## src/rtl/maxmin_alloc.sv

```systemverilog
module maxmin_alloc #(
  parameter int N_MAX = 8,
  parameter int RW    = 16
) (
  input  logic                clk,
  input  logic                rst_n,
  input  logic                start,
  input  logic [RW-1:0]       capacity,
  input  logic [N_MAX-1:0]    valid,
  input  logic [N_MAX*RW-1:0] requests,
  output logic [N_MAX*RW-1:0] grants,
  output logic                done
);
  localparam int IW = (N_MAX > 1) ? $clog2(N_MAX) : 1;
  localparam int NW = $clog2(N_MAX + 1);
  localparam int CW = (RW > 1) ? $clog2(RW) : 1;
  localparam logic [IW-1:0] LAST_IDX = IW'(N_MAX - 1);
  localparam logic [CW-1:0] LAST_BIT = CW'(RW - 1);

  typedef enum logic [2:0] {S_IDLE, S_SEARCH, S_CMP, S_DIV, S_GRANT} state_t;

  state_t            st;
  logic [RW-1:0]     req_q   [N_MAX];
  logic [RW-1:0]     grant_q [N_MAX];
  logic [N_MAX-1:0]  pend;
  logic [NW-1:0]     n_rem;
  logic [RW-1:0]     cap_rem;
  logic [IW-1:0]     idx, best;
  logic [RW-1:0]     best_val;
  logic              found, use_share, done_q;
  logic [RW-1:0]     quo;
  logic [NW-1:0]     rem;
  logic [CW-1:0]     cnt;

  logic [NW-1:0]     n_start;
  logic [RW+NW-1:0]  prod;
  logic [NW:0]       trial;
  logic              trial_ge;
  logic [NW-1:0]     trial_diff;
  logic [RW-1:0]     amt;

  always_comb begin
    n_start = '0;
    for (int i = 0; i < N_MAX; i++) n_start = n_start + NW'(valid[i]);
  end

  assign prod       = {{NW{1'b0}}, best_val} * {{RW{1'b0}}, n_rem};
  assign trial      = {rem, quo[RW-1]};
  assign trial_ge   = trial >= {1'b0, n_rem};
  assign trial_diff = trial[NW-1:0] - n_rem;
  assign amt        = use_share ? quo : best_val;
  assign done       = done_q;

  for (genvar g = 0; g < N_MAX; g++) begin : g_out
    assign grants[g*RW +: RW] = grant_q[g];
  end

  always_ff @(posedge clk or negedge rst_n) begin
    if (!rst_n) begin
      st        <= S_IDLE;
      pend      <= '0;
      n_rem     <= '0;
      cap_rem   <= '0;
      idx       <= '0;
      best      <= '0;
      best_val  <= '0;
      found     <= 1'b0;
      use_share <= 1'b0;
      quo       <= '0;
      rem       <= '0;
      cnt       <= '0;
      done_q    <= 1'b0;
      for (int i = 0; i < N_MAX; i++) begin
        req_q[i]   <= '0;
        grant_q[i] <= '0;
      end
    end else begin
      done_q <= 1'b0;
      case (st)
        S_IDLE: if (start) begin
          for (int i = 0; i < N_MAX; i++) begin
            req_q[i]   <= requests[i*RW +: RW];
            grant_q[i] <= '0;
          end
          pend    <= valid;
          n_rem   <= n_start;
          cap_rem <= capacity;
          idx     <= '0;
          found   <= 1'b0;
          if (n_start == '0) done_q <= 1'b1;
          else               st     <= S_SEARCH;
        end
        S_SEARCH: begin
          if (pend[idx] && (!found || req_q[idx] < best_val)) begin
            best     <= idx;
            best_val <= req_q[idx];
            found    <= 1'b1;
          end
          idx <= idx + 1'b1;
          if (idx == LAST_IDX) st <= S_CMP;
        end
        S_CMP: begin
          if (prod <= {{NW{1'b0}}, cap_rem}) begin
            use_share <= 1'b0;
            st        <= S_GRANT;
          end else begin
            use_share <= 1'b1;
            quo       <= cap_rem;
            rem       <= '0;
            cnt       <= '0;
            st        <= S_DIV;
          end
        end
        S_DIV: begin
          rem <= trial_ge ? trial_diff : trial[NW-1:0];
          quo <= {quo[RW-2:0], trial_ge};
          cnt <= cnt + 1'b1;
          if (cnt == LAST_BIT) st <= S_GRANT;
        end
        S_GRANT: begin
          grant_q[best] <= amt;
          pend[best]    <= 1'b0;
          cap_rem       <= cap_rem - amt;
          n_rem         <= n_rem - 1'b1;
          idx           <= '0;
          found         <= 1'b0;
          if (n_rem == NW'(1)) begin
            done_q <= 1'b1;
            st     <= S_IDLE;
          end else begin
            st <= S_SEARCH;
          end
        end
        default: st <= S_IDLE;
      endcase
    end
  end

  assert_pick_pending_R2: assert property (@(posedge clk) disable iff (!rst_n)
    (st == S_CMP) |-> pend[best]);

  assert_no_overflow_R5: assert property (@(posedge clk) disable iff (!rst_n)
    (st == S_GRANT) |-> (amt <= cap_rem));

  assert_count_step_R5: assert property (@(posedge clk) disable iff (!rst_n)
    (st == S_GRANT) |=> (n_rem == NW'($past(n_rem) - 1'b1)));

  assert_share_floor_R4: assert property (@(posedge clk) disable iff (!rst_n)
    (st == S_GRANT && use_share) |->
      (int'(amt) * int'(n_rem) <= int'(cap_rem)) &&
      ((int'(amt) + 1) * int'(n_rem) > int'(cap_rem)));

  assert_pending_count_R6: assert property (@(posedge clk) disable iff (!rst_n)
    (st == S_SEARCH) |-> ($countones(pend) == int'(n_rem)));

  assert_done_single_R7: assert property (@(posedge clk) disable iff (!rst_n)
    done_q |=> !done_q);

  assert_grant_hold_R7: assert property (@(posedge clk) disable iff (!rst_n)
    (st == S_IDLE && !start) |=> $stable(grants));
endmodule

```

## config.mk

```make
export PLATFORM = sky130hd
export DESIGN_NAME = maxmin_alloc
export DESIGN_NICKNAME = d
export VERILOG_FILES = /design/src/rtl/maxmin_alloc.sv
export SDC_FILE = /design/constraint.sdc
export NUM_CORES = 1
export LEC_CHECK = 0
export BUFFER_PORTS_ARGS = -buffer_cell sky130_fd_sc_hd__buf_2
export CORE_MARGIN = 4
export CORE_UTILIZATION = 54
export DETAILED_ROUTE_END_ITERATION = 7
export PLACE_DENSITY = 0.77
export SLEW_MARGIN = 10
export SYNTH_ARGS = -nofsm -noshare
export SYNTH_HDL_FRONTEND = slang
export SYNTH_SLANG_ARGS = --single-unit
```

## constraint.sdc

```tcl
create_clock -name clk -period 8 [get_ports clk]
set_input_delay 1.6 -clock clk [delete_from_list [all_inputs] [get_ports clk]]
set_output_delay 1.6 -clock clk [all_outputs]
set_load 0.01 [all_outputs]
```

==> results.yml, run 1 <==
floorplanning:
  pin_count: 284
  floorplan.initialDensity: 0.546
  row_count: 66
  dieWidth_microns: 189
  core_sq_um: 32500
  die_h_microns: 189
  fp.dieArea_sq_um: 35800
timing:
  min_period_ns: 6.04
  number_of_max_slew_violations_in_the_final_report: 0
  clock_skew_ns: 0.0256
  tightest_slew_ns: 1.14
  fin_tns_setup_ns: 0
  finalHoldWorstSlack_ns: 0.471
  finalWorstSetupSlack_ns: 1.96
  setup_violations: 0
  maxClockFrequency_ghz: 0.166
  hold_viol: 0
  layout_worst_path_cycle_share: 0.754
  grt_setup_unrepaired: "false"
  max-slew-margin-rel: 0.240
run:
  drv.max_cap_violation_count: 0
synthesis:
  synth_seq_cells: 336
  synth_top_family_by_area: "simple AND/OR/NAND/NOR gates"
  synthesized_area_fraction_occupied_by_adder_cells: 0.0964
  cell_area_after_synthesis_sq_um: 17700
  ys.warnings.count: 0
  ys_types: 70
  fraction_of_synthesized_cell_area_in_xor_and_xnor_cells: 0.00989
  ys_async_sr_fraction: 1.00
  postSynthAreaPerCell_sq_um: 10.0
  post_synth_mux_area_share: 0.0791
  yosysSeqAreaShare: 0.475
  synthSimpleGateAreaFrac: 0.146
  synth-edff-count: 0
  synth-compound-area-share: 0.145
  gate_count_of_the_mapped_netlist: 1765
  synth_top_flop_cell: "sky130_fd_sc_hd__dfrtp_1"
  mappedNetlistNets: 2036
clocking:
  ctsResizeCount: 0
  clk_lat_worst_skew_ns: 0.53
  tritoncts_num_sinks: 336
  cts.path.max_buffers: 3
  number_of_buffers_inserted_by_hold_repair_at_cts: 0
  postCtsSetupBuffers: 0
  cts_htree_levels: 2
  cell_chosen_for_the_clock_root: "sky130_fd_sc_hd__clkbuf_16"
  cts_buffer_count: 36
  tritoncts_clock_tree: "built"
  cts.reportedPaths.clkPinSlew_ns: 0.06
route:
  detail_route.vias_per_cell: 5.82
  dr.first_iter.drc_count: 1356
  drcViolationCount: 0
  route.detailed.wl_per_inst_microns: 20.2
  ant_nets: 0
  dr.pass1.iters: 5
  wire_length_reported_by_the_detailed_router_mm: 50.4
  routed-via-count: 14500
global_routing:
  antenna_found_initial: 7
  via_count_of_the_first_global_routing_pass: 14700
  grt_overflow: 0
  grt_start_max_net_pins: 184
  grt_pass1_wl_mm: 80.0
  grtUsageTotal: 0.280
final_layout:
  layout-area-overhead-vs-synth_pct: 17.1
  post-route-util: 0.639
  fin_cells: 2493
  nNetsFinal: 2294
  layout.cells.most_common: "sky130_fd_sc_hd__nand2_1"
  most-common-layout-cells: "461 x sky130_fd_sc_hd__nand2_1, 335 x sky130_fd_sc_hd__dfrtp_1, 282 x sky130_fd_sc_hd__buf_2"
  drive_gt1_frac: 0.218
  final_area_sq_um: 20700
place:
  dp_hpwl_mm: 36.0
  pre_cts_ws_ns: 2.01
  instance_count_after_placement_with_tap_cells_included: 2427
  port-buffer-count: 283
  place_congestion: 0.933
  instance_area_after_placement_sq_um: 19600
power_and_ir_drop:
  post-layout-total-power_mw: 9.33
  power_density_nw_per_um2: 450
  worst_ir_drop_vdd_mv: 0.218
  power_leakage_nw: 11.0
worst_setup_path:
  critical-path-slowest-cell: "sky130_fd_sc_hd__fa_1"
  worst_ep_arrival_time_ns: 6.44
  worstPathRequired_ns: 8.41
  cp_cell_sequence: "inv_1, nor2_1, fa_1, inv_1, fa_1, inv_1, ha_1, nor2b_1, o31a_1, or4_1, a31oi_1, a21oi_1, xor2_1, ha_1, nor2b_1, o21ai_0, nand2_1, a2111oi_0, o221ai_1, o31ai_2, buf_4, o2bb2ai_1, a221oi_1"
  critical-path-top-cell-by-count: "sky130_fd_sc_hd__inv_1"
  crit_type: "register to register"
  critical_path_max_stage_delay_ns: 0.52
  worst_setup_path_end_kind: "register"
  cp_max_fo: 16
  critPathLaunchType: "register"
min_path:
  min_path_type: "register to register"
outcome:
  outcome: "completed"
[worst max-delay path: cells and delay by family, from the launching register on]
kind | cells | cell delay (ns)
adder cells (fa/ha/maj) | 4 | 1.65
AO/OA/AOI/OAI | 9 | 1.88
AND/OR/NAND/NOR | 5 | 0.96
buffers and inverters | 4 | 0.81
XOR/XNOR | 1 | 0.16
flip-flops | 1 | 0.45
[logic make-up (layout without fill, tap and decap cells)]
| group | Yosys count | after routing |
|---|---|---|
| other cells | 0 | 4 |
| flops | 336 | 336 |
| xor+xnor | 20 | 20 |
| buf+inv | 218 | 500 |
| compound gates | 350 | 350 |
| fa+ha+maj | 116 | 116 |
| simple gates | 635 | 635 |
| mux | 90 | 90 |
[report_power, final]
| group | internal [mW] | total, mW | switching [mW] |
|---|---|---|---|
| Clock | 0.958 | 1.65 | 0.692 |
| Combinational | 2.13 | 4.97 | 2.84 |
| Sequential | 2.23 | 2.71 | 0.484 |
| Total | 5.32 | 9.33 | 4.01 |
[per-layer routing]
layer	track usage	share of wire	wire (microns)	vias to the layer above
met2	0.433	0.46	23100	664
met1	0.397	0.42	21300	7113
met4	0.112	0.042	2100	8
met3	0.0487	0.077	3860	133
li1	-	-	-	6587
met5	0	0.00097	49	-
[Yosys cell counts (all sizes together), types with 32 or more instances]
master  instances  area share
nor2           87       0.018
mux2           32       0.022
inv           126       0.027
nand2         461       0.098
ha             82       0.058
fa             34       0.038
o21ai          35       0.010
dfrtp         336        0.47
a21oi          63       0.018
a22o          132       0.065
clkbuf         74       0.016
mux4           34       0.043
[cell type report]
type                            count  area (sq um)
Antenna cell                        4          10.0
Clock buffer                       50          1010
Clock inverter                     12           149
Fill cell                        2639         11700
Inverter                          127           477
Multi-Input combinational cell   1211          8470
Sequential cell                   336          8410
Tap cell                          442           553
Timing Repair Buffer              311          1650
[registers in the layout, indices dropped and copies added (netlist names), 8 cells and up]
register / cells
pend: 8
quo: 16
best_val: 16
grants: 128
cap_rem: 16
req_q: 128
[worst paths after layout]
path | from | to | slack [ns] | cells past startpoint
setup / recovery | n_rem[1] | quo[0] | 1.96 | 23
hold / removal | req_q[115] | req_q[115] | 0.47 | 2
setup reg to reg | n_rem[1] | quo[0] | 1.96 | 23
hold reg to reg | req_q[115] | req_q[115] | 0.47 | 2
max in group asynchronous | rst_n | req_q[22] | 5.47 | 2
min in group asynchronous | rst_n | grants[83] | 1.08 | 1
Power figures use the tool's default switching activity.
==> inputs of run 2 (changes only) <==
--- a/config.mk
+++ b/config.mk
@@ -7,7 +7,7 @@
 export LEC_CHECK = 0
 export BUFFER_PORTS_ARGS = -buffer_cell sky130_fd_sc_hd__buf_2
 export CORE_MARGIN = 4
-export CORE_UTILIZATION = 54
+export CORE_UTILIZATION = 52
 export DETAILED_ROUTE_END_ITERATION = 7
 export PLACE_DENSITY = 0.77
 export SLEW_MARGIN = 10
==> constraint.sdc (replaced) <==
create_clock -name clk -period 4.8 [get_ports clk]
set_input_delay 0.96 -clock clk [delete_from_list [all_inputs] [get_ports clk]]
set_output_delay 0.96 -clock clk [all_outputs]
set_load 0.01 [all_outputs]
==> run 2 against run 1 <==
The run now ends with setup timing left. Die area grew 3.7%. Critical path depth increased by 1. Clock skew decreased by 0.0085 ns. Power up 84%. Highest routed layer unchanged.
==> results.yml, run 2 (synthesis results as in run 1) <==
outcome:
  outcome: "finished with violations"
  violations: "setup timing"
route:
  detail_route.vias_per_cell: 5.77
  dr.pass1.iters: 5
  wire_length_reported_by_the_detailed_router_mm: 52.9
  dr.first_iter.drc_count: 1245
  ant_nets: 0
  drcViolationCount: 0
  route.detailed.wl_per_inst_microns: 20.5
  routed-via-count: 14900
final_layout:
  drive_gt1_frac: 0.262
  post-route-util: 0.645
  layout-area-overhead-vs-synth_pct: 22.2
  most-common-layout-cells: "459 x sky130_fd_sc_hd__nand2_1, 335 x sky130_fd_sc_hd__dfrtp_1, 282 x sky130_fd_sc_hd__buf_2"
  fin_cells: 2581
  layout.cells.most_common: "sky130_fd_sc_hd__nand2_1"
  nNetsFinal: 2375
  fillers: 2687
clocking:
  clk_lat_worst_skew_ns: 0.53
  tritoncts_clock_tree: "built"
  cts_htree_levels: 2
  cts.reportedPaths.clkPinSlew_ns: 0.06
  cts_buffer_count: 36
  tritoncts_num_sinks: 336
  cts.path.max_buffers: 3
  number_of_buffers_inserted_by_hold_repair_at_cts: 0
  cell_chosen_for_the_clock_root: "sky130_fd_sc_hd__clkbuf_16"
power_and_ir_drop:
  power_density_nw_per_um2: 792
  worst_ir_drop_vdd_mv: 0.470
  post-layout-total-power_mw: 17.2
  power_leakage_nw: 11.5
worst_setup_path:
  cp_cell_sequence: "inv_4, nor2_4, fa_1, inv_2, fa_1, inv_2, ha_4, nor2b_4, o31a_1, or4_4, a31oi_4, a21oi_2, xor2_1, ha_1, nor2b_1, o21ai_1, nand2_2, a2111oi_4, o221ai_2, nor3_2, buf_6, clkbuf_16, o2bb2ai_1, a21oi_1"
  crit_type: "register to register"
  critical_path_max_stage_delay_ns: 0.54
  worst_ep_arrival_time_ns: 5.52
  worst_setup_path_end_kind: "register"
  worstPathRequired_ns: 5.20
  cp_max_fo: 7
  critical-path-slowest-cell: "sky130_fd_sc_hd__fa_1"
  critPathLaunchType: "register"
global_routing:
  grt_pass1_wl_mm: 81.5
  via_count_of_the_first_global_routing_pass: 14800
  antenna_found_initial: 5
  grtUsageTotal: 0.279
  grt_overflow: 0
  grt_start_max_net_pins: 144
timing:
  clock_skew_ns: 0.0171
  fin_tns_setup_ns: -8.06
  finalWorstSetupSlack_ns: -0.325
  setup_violations: 28
  max-slew-margin-rel: 0.299
  maxClockFrequency_ghz: 0.195
  number_of_max_slew_violations_in_the_final_report: 0
  layout_worst_path_cycle_share: 1.07
  grt_setup_unrepaired: "true"
  tightest_slew_ns: 1.05
  hold_viol: 0
  min_period_ns: 5.13
floorplanning:
  pin_count: 284
  dieWidth_microns: 193
  fp.dieArea_sq_um: 37100
  floorplan.initialDensity: 0.528
  die_h_microns: 193
  row_count: 67
  core_sq_um: 33500
place:
  port-buffer-count: 283
  pre_cts_ws_ns: -0.472
  dp_hpwl_mm: 37.9
  instance_count_after_placement_with_tap_cells_included: 2504
  place_congestion: 0.966
min_path:
  min_path_type: "register to register"
run:
  drv.max_cap_violation_count: 0
## run 2: cell types whose count changed in the layout (fill, tap and decap cells not counted), moves of 4 or more
cell | before | now
sky130_fd_sc_hd__buf_4 | 27 | 97
sky130_fd_sc_hd__inv_1 | 126 | 121
sky130_fd_sc_hd__inv_2 | 0 | 4
sky130_fd_sc_hd__buf_12 | 1 | 7
## run 2: layer usage
metal  GRT usage  vias up  routed length [microns]
met3      0.0568      117                     4220
met4      0.0856        2                     1710
met1       0.391     7362                    22100
li1            -     6755                        -
met2       0.442      665                    24800
met5           0        -                       12
## run 2: where the power goes
group          switching (mW)  total [mW]  internal [mW]
clock network            1.17        2.76           1.59
registers               0.732        4.45           3.71
logic                    5.37        9.95           4.58
## run 2: critical path: cells and delay by family, from the launching register on
| family | cells | cell delay, ns |
|---|---|---|
| compound gates | 8 | 1.29 |
| flops | 1 | 0.40 |
| simple gates | 6 | 1.02 |
| fa+ha+maj | 4 | 1.60 |
| xor+xnor | 1 | 0.15 |
| buf+inv | 5 | 0.54 |
## run 2: timing repair
item | 4_1_cts | 5_1_grt
pin swaps | 7 | 3
endpoints found under the setup margin | 28 | 28
buffers inserted | 7 | 2
hold endpoints to repair | 0 | 0
resized for setup | 19 | 7
cloned | 0 | 1
## run 2: cell type report
type,count,area [sq um],area share
multi-input cells,1211,8650,0.400
flip-flops and latches,336,8410,0.389
repair buffers,392,2370,0.109
clock buffers,49,1000,0.0462
well taps,448,561,0.0259
inverters,127,479,0.0221
clock inverters,14,165,0.00763
diodes,4,10.0,0.000462
## run 2: stage by stage
step                      area (sq um)  hold WS, ns
after floorplan                  17800        0.440
after global placement           20200        0.452
after detailed placement         20200        0.457
after CTS                        21600        0.472
after global routing             21600        0.480
final                            21600        0.468
## run 2: path summary, 6_finish.rpt
| kind | startpoint | to | slack (ns) | cells past startpoint |
|---|---|---|---|---|
| worst min-delay path | req_q[30] | req_q[30] | 0.47 | 2 |
| worst max-delay path | n_rem[3] | quo[12] | -0.33 | 24 |
| worst min register to register | req_q[30] | req_q[30] | 0.47 | 2 |
| max in group asynchronous | rst_n | req_q[125] | 3.18 | 2 |
| worst max register to register | n_rem[3] | quo[12] | -0.33 | 24 |
| min in group asynchronous | rst_n | grants[4] | 0.54 | 1 |
==> inputs of run 3 (changes only) <==
==> config.mk (replaced) <==
export PLATFORM = sky130hd
export DESIGN_NAME = maxmin_alloc
export DESIGN_NICKNAME = d
export VERILOG_FILES = /design/src/rtl/maxmin_alloc.sv
export SDC_FILE = /design/constraint.sdc
export NUM_CORES = 1
export LEC_CHECK = 0
export CORE_MARGIN = 4
export CORE_UTILIZATION = 54
export DETAILED_ROUTE_END_ITERATION = 7
export DONT_BUFFER_PORTS = 1
export GPL_ROUTABILITY_DRIVEN = 0
export PLACE_DENSITY = 0.72
export SLEW_MARGIN = 10
export SYNTH_ARGS = -nofsm -noshare
export SYNTH_HDL_FRONTEND = slang
export SYNTH_SLANG_ARGS = --single-unit
==> run 3 against run 2 <==
Worst setup slack improved by 0.036 ns. Die area is 3.6% lower. Register-to-register slack better by 0.04 ns. Worst hold slack worse by 0.34 ns. Clock skew is essentially flat. The run still ends with setup timing left. Combinational power shrank 6.0%. Largest power group unchanged. Critical path depth did not move. Critical path type unchanged.
==> results.yml, run 3 (synthesis results as in run 1) <==
worst_setup_path:
  worstPathRequired_ns: 5.19
  worst_ep_arrival_time_ns: 5.48
  critical_path_max_stage_delay_ns: 0.55
  combined_buffer_and_inverter_count_along_the_critical_path: 5
  timing.rr.start: "n_rem[3]"
  worst_setup_path_end_kind: "register"
  cp-endpoint: "quo[5]"
  crit_type: "register to register"
  critPathLaunchType: "register"
  timing.critical_path.depth: 24
  cp_max_fo: 9
  critical-path-slowest-cell: "sky130_fd_sc_hd__fa_1"
  path_delay_family: "adder cells"
  crit-reg2reg-capture: "quo[5]"
  setup.worst_path.start: "n_rem[3]"
  cp_cell_sequence: "inv_2, nor2_4, fa_1, inv_1, fa_1, inv_2, ha_4, nor2b_4, o31a_1, or4_4, a31oi_4, a21oi_2, xor2_1, ha_1, nand4_1, nor2_1, nand2_1, o32ai_2, o221ai_2, nor3_2, buf_6, buf_6, o2bb2ai_1, a21oi_1"
  ff2ff_setup_slack_ns: -0.29
  ff2ff_path_depth: 24
final_layout:
  antenna_cells: 0
  layout.cells.most_common: "sky130_fd_sc_hd__nand2_1"
  nNetsFinal: 2094
  drive_gt1_frac: 0.149
  most-common-layout-cells: "459 x sky130_fd_sc_hd__nand2_1, 335 x sky130_fd_sc_hd__dfrtp_1, 132 x sky130_fd_sc_hd__a22o_1"
  layout-area-overhead-vs-synth_pct: 13.9
  fillers: 2596
place:
  pre_cts_ws_ns: -0.520
  port-buffer-count: 0
  dp_hpwl_mm: 36.0
outcome:
  violations: "setup timing"
  outcome: "finished with violations"
power_and_ir_drop:
  p_switching_mw: 7.08
  worst_ir_drop_vdd_mv: 0.443
  internal_power_mw: 9.80
  comb_power_share: 0.554
  pwr-share-clk: 0.176
  sequential_power_share: 0.270
  power_leakage_nw: 10.2
  fraction_of_power_spent_switching_nets: 0.420
  power_density_nw_per_um2: 837
timing:
  tightest_slew_ns: 1.19
  fin_tns_setup_ns: -6.61
  finalWorstSetupSlack_ns: -0.289
  min_period_ns: 5.09
  max-slew-margin-rel: 0.205
  hold_viol: 0
  number_of_max_slew_violations_in_the_final_report: 0
  setup_violations: 27
  maxClockFrequency_ghz: 0.196
  layout_worst_path_cycle_share: 1.06
  grt_setup_unrepaired: "true"
  clock_skew_ns: 0.0167
clocking:
  number_of_buffers_inserted_by_hold_repair_at_cts: 0
  cts.reportedPaths.clkPinSlew_ns: 0.06
  cts.path.max_buffers: 3
  tritoncts_clock_tree: "built"
  tritoncts_num_sinks: 336
  cts_buffer_count: 37
  cts_htree_levels: 2
  clk_lat_worst_skew_ns: 0.53
  cell_chosen_for_the_clock_root: "sky130_fd_sc_hd__clkbuf_16"
route:
  routed-via-count: 13600
  route.layer.met1.wl_mm: 20.5
  wl_met3_mm: 4.50
  routed-wl-met2_mm: 23.3
  detail_route.vias_per_cell: 5.95
  highest_layer: "met4"
  dr.first_iter.drc_count: 1267
  ant_nets: 0
  route.detailed.wl_per_inst_microns: 21.8
  drcViolationCount: 0
  wire_length_reported_by_the_detailed_router_mm: 49.9
  dr.pass1.iters: 7
global_routing:
  grt_start_max_net_pins: 337
  grtUsageTotal: 0.275
  grt_pass1_wl_mm: 78.5
  via_count_of_the_first_global_routing_pass: 13900
  antenna_found_initial: 0
  grt_overflow: 0
min_path:
  min_path_type: "primary input to async pin"
run:
  drv.max_cap_violation_count: 0
floorplanning:
  row_count: 66
  dieWidth_microns: 189
  core_sq_um: 32500
  pin_count: 284
  fp.dieArea_sq_um: 35800
  die_h_microns: 189
  floorplan.initialDensity: 0.546
[run 3: power groups by stage]
stage	registers, mW	clock network (mW)	logic, mW
after floorplan	4.20	0	6.58
after global placement	4.54	0	8.61
after detailed placement	4.58	0	8.86
after CTS	4.54	2.99	9.26
after global routing	4.66	3.13	10.3
final	4.56	2.97	9.35
[run 3: metrics by stage]
stage / cell area, sq um / power (mW) / hold WS (ns) / cells / util
after floorplan: 17800 / 10.8 / 0.440 / 1765 / -
after global placement: 18800 / 13.1 / 0.452 / 2221 / 0.578
after detailed placement: 18800 / 13.4 / 0.458 / 2221 / 0.578
after CTS: 20200 / 16.8 / 0.122 / 2289 / 0.621
after global routing: 20200 / 18.1 / 0.115 / 2290 / 0.622
final: 20200 / 16.9 / 0.131 / 2290 / 0.622
[run 3: timing repair]
action,4_1_cts,5_1_grt
setup buffers,4,1
pin swaps,5,0
gates resized for setup,16,1
endpoints found under the setup margin,28,28
[run 3: layout make-up]
type | instances | area [sq um] | share of cell area
multi-input cells | 1211 | 8610 | 0.427
flip-flops and latches | 336 | 8410 | 0.417
clock buffers | 51 | 1070 | 0.0530
repair buffers | 110 | 837 | 0.0415
well taps | 442 | 553 | 0.0274
inverters | 127 | 477 | 0.0236
clock inverters | 13 | 210 | 0.0104
[run 3: how the worst min path moves through the flow]
stage / start / endpoint / slack [ns] / cells after the start
6_report: rst_n / grants[115] / 0.13 / 0
3_5_place_dp: req_q[22] / req_q[22] / 0.46 / 2
2_1_floorplan: req_q[16] / req_q[16] / 0.44 / 2
3_3_place_gp: req_q[90] / req_q[90] / 0.45 / 2
4_1_cts: rst_n / cap_rem[13] / 0.12 / 0
5_1_grt: rst_n / grants[115] / 0.12 / 0
[run 3: layer usage]
metal  GRT usage  up-vias
li1            -     6175
met1       0.389     6742
met2       0.435      602
met3      0.0621      101
met4      0.0762        0
met5           0        -
